File: config.mk
export PLATFORM = sky130hd
export DESIGN_NAME = nibble_cipher
export DESIGN_NICKNAME = d
export VERILOG_FILES = /design/src/rtl/nbc_pkg.sv /design/src/rtl/nbc_sub.sv /design/src/rtl/nbc_mix.sv /design/src/rtl/nibble_cipher.sv
export SDC_FILE = /design/constraint.sdc
export NUM_CORES = 1
export LEC_CHECK = 0
export ABC_AREA = 1
export BUFFER_PORTS_ARGS = -buffer_cell sky130_fd_sc_hd__buf_2
export CAP_MARGIN = 40
export CELL_PAD_IN_SITES_DETAIL_PLACEMENT = 1
export CELL_PAD_IN_SITES_GLOBAL_PLACEMENT = 2
export CORE_ASPECT_RATIO = 0.75
export CORE_UTILIZATION = 32
export DETAILED_ROUTE_END_ITERATION = 12
export PLACE_DENSITY_LB_ADDON = 0.1
export SYNTH_ARGS = -nofsm -noshare
export SYNTH_HDL_FRONTEND = slang
export SYNTH_HIERARCHICAL = 1
export SYNTH_SLANG_ARGS = --single-unit
File: constraint.sdc
create_clock -name clk -period 2 [get_ports clk]
set_clock_uncertainty 0.05 [all_clocks]
set_input_delay 0.3 -clock clk [delete_from_list [all_inputs] [get_ports clk]]
set_output_delay 0.3 -clock clk [all_outputs]
set_load 0.01 [all_outputs]
File: src/rtl/nbc_pkg.sv
package nbc_pkg;
  localparam int NIB_W = 4;
  localparam int NIB_N = 4;
  localparam int BLK_W = NIB_W * NIB_N;
  localparam int COL_W = 2 * NIB_W;
  localparam int COL_N = NIB_N / 2;
  // low terms of x^4 + x + 1
  localparam logic [NIB_W-1:0] RED_POLY = 4'h3;

  typedef logic [NIB_W-1:0] nib_t;
  typedef logic [BLK_W-1:0] blk_t;

  function automatic nib_t gf_mul(nib_t a, nib_t b);
    nib_t acc;
    nib_t m;
    acc = '0;
    m = a;
    for (int i = 0; i < NIB_W; i++) begin
      if (b[i]) acc = acc ^ m;
      if (m[NIB_W-1]) m = (m << 1) ^ RED_POLY;
      else m = m << 1;
    end
    return acc;
  endfunction

  // second row (s10, s11) exchanged; first row untouched
  function automatic blk_t row_swap(blk_t s);
    return {s[BLK_W-1 -: NIB_W], s[NIB_W-1:0],
            s[2*NIB_W-1 -: NIB_W], s[3*NIB_W-1 -: NIB_W]};
  endfunction

  function automatic nib_t sbox_fwd(nib_t n);
    case (n)
      4'h0: return 4'h9;  4'h1: return 4'h4;  4'h2: return 4'hA;  4'h3: return 4'hB;
      4'h4: return 4'hD;  4'h5: return 4'h1;  4'h6: return 4'h8;  4'h7: return 4'h5;
      4'h8: return 4'h6;  4'h9: return 4'h2;  4'hA: return 4'h0;  4'hB: return 4'h3;
      4'hC: return 4'hC;  4'hD: return 4'hE;  4'hE: return 4'hF;  default: return 4'h7;
    endcase
  endfunction

  function automatic nib_t sbox_inv(nib_t n);
    case (n)
      4'h0: return 4'hA;  4'h1: return 4'h5;  4'h2: return 4'h9;  4'h3: return 4'hB;
      4'h4: return 4'h1;  4'h5: return 4'h7;  4'h6: return 4'h8;  4'h7: return 4'hF;
      4'h8: return 4'h6;  4'h9: return 4'h0;  4'hA: return 4'h2;  4'hB: return 4'h3;
      4'hC: return 4'hC;  4'hD: return 4'h4;  4'hE: return 4'hD;  default: return 4'hE;
    endcase
  endfunction
endpackage

File: src/rtl/nbc_sub.sv
module nbc_sub
  import nbc_pkg::*;
#(
  parameter bit INV = 1'b0
) (
  input  logic [BLK_W-1:0] din,
  output logic [BLK_W-1:0] dout
);
  for (genvar g = 0; g < NIB_N; g++) begin : g_lane
    if (INV) begin : g_inv
      assign dout[g*NIB_W +: NIB_W] = sbox_inv(din[g*NIB_W +: NIB_W]);
    end else begin : g_fwd
      assign dout[g*NIB_W +: NIB_W] = sbox_fwd(din[g*NIB_W +: NIB_W]);
    end
  end
endmodule

File: src/rtl/nbc_mix.sv
module nbc_mix
  import nbc_pkg::*;
#(
  parameter bit INV = 1'b0
) (
  input  logic [BLK_W-1:0] din,
  output logic [BLK_W-1:0] dout
);
  localparam nib_t C_DIAG = INV ? 4'h9 : 4'h1;
  localparam nib_t C_OFF  = INV ? 4'h2 : 4'h4;

  for (genvar c = 0; c < COL_N; c++) begin : g_col
    nib_t top_n, bot_n;
    assign top_n = din[BLK_W-1-c*COL_W -: NIB_W];
    assign bot_n = din[BLK_W-1-c*COL_W-NIB_W -: NIB_W];
    assign dout[BLK_W-1-c*COL_W -: NIB_W] =
      gf_mul(C_DIAG, top_n) ^ gf_mul(C_OFF, bot_n);
    assign dout[BLK_W-1-c*COL_W-NIB_W -: NIB_W] =
      gf_mul(C_OFF, top_n) ^ gf_mul(C_DIAG, bot_n);
  end
endmodule

File: src/rtl/nibble_cipher.sv
module nibble_cipher
  import nbc_pkg::*;
(
  input  logic             clk,
  input  logic             rst_n,
  input  logic             in_valid,
  output logic             in_ready,
  input  logic             in_decrypt,
  input  logic [BLK_W-1:0] in_data,
  input  logic [BLK_W-1:0] rk0,
  input  logic [BLK_W-1:0] rk1,
  input  logic [BLK_W-1:0] rk2,
  output logic             out_valid,
  output logic [BLK_W-1:0] out_data
);
  // ---- round one, from the ports ----
  blk_t e1_sb, e1_mx, e1_res;
  blk_t d1_sb, d1_res;
  blk_t s1_state, s1_key;
  logic s1_vld, s1_dec;

  nbc_sub #(.INV(1'b0)) u_e1_sub (.din(in_data ^ rk0), .dout(e1_sb));
  nbc_mix #(.INV(1'b0)) u_e1_mix (.din(row_swap(e1_sb)), .dout(e1_mx));
  assign e1_res = e1_mx ^ rk1;

  nbc_sub #(.INV(1'b1)) u_d1_sub (.din(row_swap(in_data ^ rk2)), .dout(d1_sb));
  nbc_mix #(.INV(1'b1)) u_d1_mix (.din(d1_sb ^ rk1), .dout(d1_res));

  assign in_ready = !s1_vld;

  always_ff @(posedge clk or negedge rst_n) begin
    if (!rst_n) begin
      s1_vld   <= 1'b0;
      s1_dec   <= 1'b0;
      s1_state <= '0;
      s1_key   <= '0;
    end else if (in_valid && in_ready) begin
      s1_vld   <= 1'b1;
      s1_dec   <= in_decrypt;
      s1_state <= in_decrypt ? d1_res : e1_res;
      s1_key   <= in_decrypt ? rk0 : rk2;
    end else begin
      s1_vld   <= 1'b0;
    end
  end

  // ---- round two, from the stage register ----
  blk_t e2_sb, d2_sb, r2_res;
  nbc_sub #(.INV(1'b0)) u_e2_sub (.din(s1_state), .dout(e2_sb));
  nbc_sub #(.INV(1'b1)) u_d2_sub (.din(row_swap(s1_state)), .dout(d2_sb));
  assign r2_res = s1_dec ? (d2_sb ^ s1_key) : (row_swap(e2_sb) ^ s1_key);

  always_ff @(posedge clk or negedge rst_n) begin
    if (!rst_n) begin
      out_valid <= 1'b0;
      out_data  <= '0;
    end else begin
      out_valid <= s1_vld;
      if (s1_vld) out_data <= r2_res;
    end
  end

  // ---- checks ----
  p_accept_done_r6: assert property (@(posedge clk) disable iff (!rst_n)
    (in_valid && in_ready) |=> (!out_valid ##1 out_valid));
  p_single_pulse_r6: assert property (@(posedge clk) disable iff (!rst_n)
    out_valid |=> !out_valid);
  p_busy_one_cycle_r7: assert property (@(posedge clk) disable iff (!rst_n)
    !in_ready |=> in_ready);
  p_done_needs_busy_r7: assert property (@(posedge clk) disable iff (!rst_n)
    out_valid |-> $past(!in_ready));
  p_hold_result_r10: assert property (@(posedge clk) disable iff (!rst_n)
    !out_valid |-> $stable(out_data));
endmodule

-- Word level (Yosys, flattened, before mapping)
Memory sizes are Yosys's and may differ from the RTL's.
Cells that the tools add are included.
- bitwise logic cells: 62
- mux-type cells: 68
- reductions and logical operators: 2
- operator list (kind ; count):
    $xor A16 B16 Y16 ; 6
    $mux W4 ; 16
    $mux W3 ; 20
    $mux W16 ; 3
    $mux W2 ; 20
    $xor A4 B4 Y4 ; 8
    $not A1 Y1 const A ; 24
    $not A2 Y2 ; 12
    $not A1 Y1 ; 12
    $mux W1 ; 9
    $logic_and A1 B1 Y1 ; 1
    $logic_not A1 Y1 ; 1
- memories kept: 16
- flip-flop bits (word level): 51
- input bits: 68
- output and inout port bits: 18
- word-level logic and storage cells: 154
- memory bits (read-only): 1024
- memories (memory ; depth ; bits a word ; read ports ; clocked after memory_dff ; write ports ; line ; RTL):
    (no name shown) ; 16 ; 4 ; 1 ; 0 ; 0 ; nbc_pkg.sv:42 ; case (n)
    (no name shown) ; 16 ; 4 ; 1 ; 0 ; 0 ; nbc_pkg.sv:42 ;
    (no name shown) ; 16 ; 4 ; 1 ; 0 ; 0 ; nbc_pkg.sv:42 ;
    (no name shown) ; 16 ; 4 ; 1 ; 0 ; 0 ; nbc_pkg.sv:42 ;
    (no name shown) ; 16 ; 4 ; 1 ; 0 ; 0 ; nbc_pkg.sv:42 ;
    (no name shown) ; 16 ; 4 ; 1 ; 0 ; 0 ; nbc_pkg.sv:42 ;
    10 more memories ; n/a ; n/a ; n/a ; n/a ; n/a ; n/a ;

-- Longest topological paths before layout
Gate-level depths: netlist (run 1).
An unclocked memory read counts as a cell.
- word-level depth: 11
- mapped depth: 16
- mapped depth without buffers: 16

-- Modules after synthesis
Netlist (run 1), hierarchy kept.
- by module, submodules not included (module ; area each (µm²) ; cells each ; times used ; seq. area each (µm²)):
    nibble_cipher ; 3585.9 ; 545 ; 1 ; 1276.2
    nbc_sub at u_e1_sub ... ; 854.6 ; 147 ; 2 ; 0.0
    nbc_sub at u_d2_sub ; 848.3 ; 150 ; 1 ; 0.0
    nbc_sub at u_d1_sub ; 847.1 ; 149 ; 1 ; 0.0
    nbc_mix at u_e1_mix ; 332.8 ; 80 ; 1 ; 0.0
    nbc_mix at u_d1_mix ; 327.8 ; 80 ; 1 ; 0.0

-- Worst setup path before layout (run 1)
OpenSTA, ideal clock, no wires.
- path type: input-to-reg
- from: in rk2[8]
- to: reg s1_state[0]
- data arrival time: 2016 ps
- slack: -144 ps
- data required time: 1873 ps
- buffers on the path: 0
- setup time: 77 ps
- stages: 15
- cell sequence: xor2_1 > inv_1 > ha_1 > nand2_2 > nor2_1 > nor2_1 > xor2_1 > inv_1 > nand2_1 > nand3_1 > nand2_1 > nand2_1 > inv_1 > nor2_1 > a21oi_1
- elaborated cells on any way between the ends: 10
- those cells by class: mux (5); bitwise (4); memory (1)
- RTL lines (what ; line ; RTL):
    from (decl) ; nibble_cipher.sv:12 ; input logic [BLK_W-1:0] rk2,
    $xor A16 B16 Y16 ; nibble_cipher.sv:26 ; nbc_sub #(.INV(1'b1)) u_d1_sub (.din(row_swap(in_data ^ rk2)), .dout(d1_sb));
    $mem_v2 Z16 W4 ; n/a ;
    named net d1_sb[1] ; nibble_cipher.sv:18 ; blk_t d1_sb, d1_res;
    $xor A16 B16 Y16 ; nibble_cipher.sv:27 ; nbc_mix #(.INV(1'b1)) u_d1_mix (.din(d1_sb ^ rk1), .dout(d1_res));
    $mux W1 ; nbc_pkg.sv:19 ; if (b[i]) acc = acc ^ m;
    $mux W2 ; nbc_pkg.sv:19 ;
    $mux W3 ; nbc_pkg.sv:19 ;
    $xor A4 B4 Y4 ; nbc_mix.sv:19 ; gf_mul(C_OFF, top_n) ^ gf_mul(C_DIAG, bot_n);
    named net d1_res[0] ; nibble_cipher.sv:18 ;
    $mux W16 ; nibble_cipher.sv:40 ; s1_state <= in_decrypt ? d1_res : e1_res;
    to (signal assigned) ; nibble_cipher.sv:40 ;
    to (decl) ; nibble_cipher.sv:19 ; blk_t s1_state, s1_key;
The timed path passes the listed nets, and every way through them passes these cells.
A chain may end at the register's enable or synchronous reset.

-- Worst setup path in the final report (run 1)
- from: in in_data[4]
- to: reg s1_state[5]
- elaborated cells on any way between the ends: 14
- those cells by class: mux (6); bitwise (6); memory (2)
- RTL lines (what ; line ; RTL):
    from (decl) ; nibble_cipher.sv:9 ; input logic [BLK_W-1:0] in_data,
    $xor A16 B16 Y16 ; nibble_cipher.sv:26 ;
    $mem_v2 Z16 W4 ; n/a ;
    named net d1_sb[6] ; nibble_cipher.sv:18 ;
    $xor A16 B16 Y16 ; nibble_cipher.sv:27 ;
    $mux W2 ; nbc_pkg.sv:19 ;
    $mux W3 ; nbc_pkg.sv:19 ;
    $xor A4 B4 Y4 ; nbc_mix.sv:17 ; gf_mul(C_DIAG, top_n) ^ gf_mul(C_OFF, bot_n);
    named net d1_res[5] ; nibble_cipher.sv:18 ;
    $mux W16 ; nibble_cipher.sv:40 ;
The timed path passes the listed nets, and every way through them passes these cells.

==> flow_metrics.tcl, run 1 <==
set metrics [dict create \
    yosysSeqAreaShare_pct 16.7 \
    post_drt_wl_per_cell_um 14.0 \
    synth_fp_nets 1478 \
    diodes 0 \
    ctsLongestPathBuffers 2 \
    m1WireLength_um 14200 \
    clkSinkCount 51 \
    drt-pass1-iter-count 5 \
    syn_area_um2 7650 \
    cts_tree "done" \
    clk_latency_ns 0.31 \
    via_per_inst 4.61 \
    grt_max_degree 35 \
    syn_inst 1298 \
    row_count 48 \
    p_leak_uw 0.00582 \
    die_w_um 181 \
    ant_nets 0 \
    vias 8167 \
    drcViolationCount 0 \
    yosys_warnings 6 \
    n_fill_cell 3098 \
    yosys.area_share.simple_pct 40.3 \
    synthArstFlopShare_pct 100 \
    synth_area_per_cell_um2 5.89 \
    overflow 0 \
    synth_most_common_cell "nand2_1" \
    hold_path.class "in2reg" \
    drive_gt1_share_pct 23.9 \
    drv_cap 0 \
    dpl.hpwl_um 19700 \
    synth_compound_area_share_pct 4.78 \
    synth-xor-area-share_pct 5.49 \
    worst_slack_ns 0.0484 \
    relSlewSlack_pct 57.3 \
    syn2layout_area_growth_pct 29.0 \
    die_area_um2 24500 \
    crit_required_ns 2.14 \
    setup_viol 0 \
    grt_pass1_wl_um 40200 \
    clkTransAtPathRegs_ns 0.08 \
    grt_antenna_before_repair 0 \
    hold_viol 0 \
    max_freq_mhz 512 \
    synthFlopType "dfrtp_1" \
    num_io_pins 86 \
    drv_slew 0 \
    dr_wl_met2_um 9840 \
    yosysUniqueCellTypes 20 \
    cp_max_fo 4 \
    dp_slack_ns -0.328 \
    critPathLaunchType "input port" \
    crit_type "in2reg" \
    met3_length_um 664 \
    synth_top_family_by_area "simple AND/OR/NAND/NOR gates" \
    dp.cells 1751 \
    grt_usage_pct 20.2 \
    ys_top_cells_by_count "nand2_1 (458), inv_1 (206), nand3_1 (186)" \
    finalCritPeriodShare_pct 97.6 \
    routed_wl_um 24800 \
    crit_arrival_ns 2.09 \
    cp-end-kind "flip-flop" \
    period_minus_slack_ns 1.95 \
    yosys.area.top_type "nand2_1" \
    final_cells 1773 \
    synth-edff-count 0 \
    grt_pass1_vias 7769 \
    start_util_pct 32.9 \
    drt_iter0_drc 317 \
    cts_buffers 5 \
    die_h_um 136 \
    core_um2 23200 \
    gp_congestion 0.802 \
    synthMuxAreaShare_pct 0 \
    power_density_nw_per_um2 767 \
    nets 1652 \
    htreeDepth 2 \
    synth_top_area_share_pct 22.5 \
    tightestPinTransition_ns 0.641 \
    regArea_um2 1280 \
    vdd_ir_drop_max_uv 326 \
    synth_fa_ha_area_share_pct 18.3 \
    synthTopCellsByArea "nand2_1 (22%), ha_1 (18%), dfrtp_1 (17%)" \
    port-buffer-count 85 \
    synth_seq_cells 51 \
    top_layer_used "met4" \
    rsz0062_at_grt "true" \
    ctsRootBufferMaster "clkbuf_16" \
    status "complete, no violations" \
    multi_input_area_um2 5800 \
]
==> per-layer routing <==
layer | track usage (%) | vias to the layer above
met5 | 0 | -
li1 | - | 4257
met2 | 28.4 | 108
met1 | 32.9 | 3793
met4 | 2.56 | 0
met3 | 1.71 | 9
==> cell families after synthesis <==
logic type / count (synthesis)
and+or+nand+nor: 745
buffers and inverters: 269
adders and majority gates: 112
AOI/OAI and AO/OA: 73
DFF: 51
xor gates and xnor gates: 48
==> power by group <==
group | switching [µW] | internal (µW) | total [µW]
clock network | 443 | 597 | 1040
registers | 366 | 1280 | 1650
logic | 3000 | 1890 | 4890
==> final timing paths <==
kind                              start           end  slack (ns)  cells after the start
min in group asynchronous         rst_n    s1_key[15]        0.50                      2
max reg2reg                s1_state[13]  out_data[13]        0.24                     10
max in group asynchronous         rst_n   s1_state[4]        0.83                      3
min                              rk0[2]     s1_key[2]        0.26                      3
min reg2reg                 out_data[0]   out_data[0]        0.42                      2
max                          in_data[4]   s1_state[5]        0.05                     16
==> state kept, by name, indices dropped and copies added, names as in the netlist <==
signal,cells
out_data,16
s1_key,16
s1_state,16
out_valid,1
s1_dec,1
s1_vld,1
==> per-stage QoR <==
stage | TNS, ns | cell area [µm²] | hold slack [ns] | power (µW) | util [%]
global route | -0.376 | 9870 | 0.284 | 8460 | 42.5
floorplan | -0.0112 | 7710 | -0.0456 | 4670 | -
detailed placement | -3.60 | 9070 | 0.315 | 6210 | 39.0
CTS | 0 | 9270 | 0.257 | 7300 | 39.9
finish | 0 | 9870 | 0.265 | 7580 | 42.5
global placement | -2.73 | 9070 | 0.323 | 6100 | 39.0
==> area by class of cell <==
type / instances / share of cell area [%]
clock buffers: 5 / 1.27
clock inverters: 3 / 0.469
inverters: 239 / 9.26
multi-input cells: 978 / 58.8
flip-flops and latches: 51 / 12.9
well taps: 300 / 3.80
repair buffers: 197 / 13.5
==> repair_timing <==
item                                   in CTS  in global routing
setup endpoints to repair                   2                 15
gates resized for setup                     2                122
setup buffers                               1                 13
pin swaps                                   3                 68
gates cloned                                0                  0
hold buffers                                1                  0
endpoints found under the hold margin      24                  0
==> critical path: stages <==
cell	delay (ns)
buf_4	0.13
xor2_2	0.18
inv_2	0.09
buf_4	0.14
ha_1	0.19
o21ai_1	0.12
nand2_1	0.08
xor2_1	0.21
buf_4	0.17
nand2_1	0.07
nand3_2	0.07
nand2_2	0.05
nand2_1	0.06
inv_1	0.05
nor2_2	0.12
a21oi_2	0.06
==> layout by cell type (no fill, tap or decap), types with 2 or more instances in the layout <==
cell and instances:
nand2_1 433, inv_1 190, nand3_1 171, buf_4 109, ha_1 98, nor2_1 79, buf_2 78, dfrtp_1 51
inv_2 42, nand2_2 34, o21ai_0 33, xor2_1 27, a21oi_1 21, o21ai_1 15, nand3_2 15, xor2_2 13
xor2_4 8, ha_2 8, inv_4 7, buf_6 6, ha_4 6, nand2_4 5, clkbuf_16 5, nor2_2 4
a21oi_2 3, nor2_4 2, buf_12 2, or2_1 2
(Power assumes the default switching activity.)
==> inputs of run 2 (changes only) <==
--- a/config.mk
+++ b/config.mk
@@ -5,13 +5,12 @@
 export SDC_FILE = /design/constraint.sdc
 export NUM_CORES = 1
 export LEC_CHECK = 0
-export ABC_AREA = 1
 export BUFFER_PORTS_ARGS = -buffer_cell sky130_fd_sc_hd__buf_2
 export CAP_MARGIN = 40
 export CELL_PAD_IN_SITES_DETAIL_PLACEMENT = 1
 export CELL_PAD_IN_SITES_GLOBAL_PLACEMENT = 2
 export CORE_ASPECT_RATIO = 0.75
-export CORE_UTILIZATION = 32
+export CORE_UTILIZATION = 39
 export DETAILED_ROUTE_END_ITERATION = 12
 export PLACE_DENSITY_LB_ADDON = 0.1
 export SYNTH_ARGS = -nofsm -noshare
==> flow_metrics.tcl, run 2 <==
set metrics [dict create \
    status "finished, violations left" \
    violations "negative setup slack" \
    ant_nets 0 \
    row_count 41 \
    synthArstFlopShare_pct 100 \
    crit_arrival_ns 2.38 \
    num_io_pins 86 \
    synth_top_area_share_pct 20.4 \
    die_h_um 117 \
    finalCritPeriodShare_pct 113 \
    drt_iter0_drc 170 \
    yosysUniqueCellTypes 40 \
    core_um2 17000 \
    yosys.area_share.simple_pct 9.13 \
    clk_latency_ns 0.29 \
    placed_cell_area_um2 8960 \
    tightestPinTransition_ns 0.502 \
    synth_area_per_cell_um2 10.0 \
    drv_cap 0 \
    die_w_um 155 \
    clkSinkCount 51 \
    yosys.area.top_type "ha_1" \
    grt_antenna_before_repair 0 \
    nets 1109 \
    drt-pass1-iter-count 4 \
    routed_wl_um 22600 \
    yosysSeqAreaShare_pct 18.6 \
    via_per_inst 4.91 \
    final_cell_mix "buf_4 (143), buf_2 (63), ha_1 (62), mux2i_1 (56), nand2_1 (55)" \
    start_util_pct 40.4 \
    cp-end-kind "flip-flop" \
    grt_pass1_wl_um 34000 \
    slowest_delay_ns 0.44 \
    reg2reg_slack_ns -0.06 \
    synth_seq_cells 51 \
    synth_most_common_cell "ha_1" \
    drv_slew 0 \
    ctsRootBufferMaster "clkbuf_16" \
    clkTransAtPathRegs_ns 0.07 \
    period_minus_slack_ns 2.26 \
    ctsLongestPathBuffers 2 \
    synthFlopType "dfrtp_1" \
    crit_type "in2reg" \
    gp_congestion 0.878 \
    synth_fa_ha_area_share_pct 20.4 \
    grt_max_degree 56 \
    stdcell_area_um2 10600 \
    grt_usage_pct 24.0 \
    relSlewSlack_pct 65.6 \
    synth_fp_nets 865 \
    overflow 0 \
    synthMuxAreaShare_pct 18.7 \
    worst_slack_ns -0.257 \
    fin_util_pct 62.4 \
    grt_pass1_vias 6233 \
    htreeDepth 2 \
    hold_path.class "in2reg" \
    cts_tree "done" \
    cp_max_fo 4 \
    port-buffer-count 85 \
    crit_slowest_cell "xor3_1" \
    crit_required_ns 2.12 \
    syn2layout_area_growth_pct 54.7 \
    synth-xor-area-share_pct 18.4 \
    synth_compound_area_share_pct 7.37 \
    vias 5723 \
    cts_buffers 5 \
    synth-edff-count 0 \
    synthTopCellsByArea "ha_1 (20%), dfrtp_1 (19%), xor2_1 (11%)" \
    yosys_warnings 6 \
    power_density_nw_per_um2 1040 \
    power_uw 11100 \
    ys_top_cells_by_count "ha_1 (112), xor2_1 (84), inv_1 (68)" \
    dp.cells 1121 \
    drive_gt1_share_pct 53.5 \
    drcViolationCount 0 \
    setup_viol 21 \
    dp_slack_ns -0.700 \
    n_fill_cell 1776 \
    syn_area_um2 6850 \
    dpl.hpwl_um 15800 \
    vdd_ir_drop_max_uv 503 \
    path_cells "buf_2 > xor2_4 > inv_4 > ha_4 > and2_4 > o32ai_4 > buf_4 > xor3_1 > xor2_1 > mux2i_2 > o21ai_1" \
    critPathLaunchType "input port" \
    diodes 0 \
    rsz0062_at_grt "true" \
    final_common_cell "buf_4" \
    synth_top_family_by_area "adder cells" \
    max_freq_mhz 443 \
    syn_inst 685 \
    post_drt_wl_per_cell_um 19.4 \
    largestRegisters "out_data (16), s1_key (16), s1_state (16)" \
    die_area_um2 18100 \
    p_leak_uw 0.00495 \
    hold_viol 0 \
    final_cells 1166 \
]
-- run 2: cell count changes after synthesis, moves of 13 or more --
| cell | previous run | this run |
|---|---|---|
| nand2_2 | 13 | 0 |
| xnor2_1 | 0 | 16 |
| nand3_1 | 186 | 0 |
| inv_2 | 32 | 2 |
| mux2_2 | 0 | 24 |
| inv_1 | 206 | 68 |
| nor2_1 | 84 | 17 |
| xor2_1 | 48 | 84 |
| a21oi_1 | 24 | 3 |
| mux2i_1 | 0 | 63 |
| nand2_1 | 458 | 56 |
| o21ai_1 | 14 | 0 |
| xor3_1 | 0 | 14 |
-- run 2: timing repair --
action,in CTS,in global routing
buffers inserted,31,7
pin swaps,71,48
resized for setup,184,91
endpoints found under the hold margin,17,0
hold buffers,1,0
endpoints found under the setup margin,24,29
-- run 2: kinds of logic after synthesis --
logic type / after synthesis
mux: 103
simple gates: 126
buf+inv: 103
xor+xnor: 116
fa+ha+maj: 112
compound gates: 74
flops: 51
-- run 2: final timing paths --
path | from | endpoint | cells past startpoint
max | rk0[0] | s1_state[9] | 11
min | rk0[5] | s1_key[5] | 3
max reg2reg | s1_state[1] | out_data[8] | 7
min reg2reg | s1_key[10] | s1_key[10] | 2
max in group asynchronous | rst_n | s1_state[9] | 3
min in group asynchronous | rst_n | s1_state[1] | 2
-- run 2: report_power, final --
part / internal (µW) / switching, µW / total (µW)
logic: 4310 / 3600 / 7910
clock network: 727 / 415 / 1140
registers: 1420 / 581 / 2000
-- run 2: cell type report --
class	count	area, µm²	share of cell area, %
clock buffer	5	125	1.18
tap	236	295	2.79
sequential	51	1290	12.1
multi-input combinational	531	6320	59.6
clock inverter	3	71.3	0.673
inverter	70	295	2.79
timing repair buffer	270	2210	20.8
-- run 2: metal layers --
layer / vias to the layer above / wire length [µm] / track usage, %
li1: 2767 / - / -
met1: 2868 / 10800 / 33.3
met2: 76 / 11200 / 42.3
met3: 12 / 356 / 1.51
met4: 0 / 199 / 3.23
met5: - / 0 / 0
-- run 2: worst max-delay path, delay by kind of cell --
| kind | cells | cell delay [ns] |
|---|---|---|
| xor+xnor | 3 | 0.84 |
| buf+inv | 3 | 0.39 |
| compound gates | 2 | 0.35 |
| simple gates | 1 | 0.15 |
| fa+ha+maj | 1 | 0.17 |
| mux | 1 | 0.18 |
-- run 2: stage by stage --
stage               hold WS, ns  setup TNS (ns)
floorplan               -0.0456           -2.37
global placement          0.241           -8.09
detailed placement        0.240           -9.44
CTS                       0.327           -2.31
global route              0.350           -4.89
finish                    0.330           -2.87
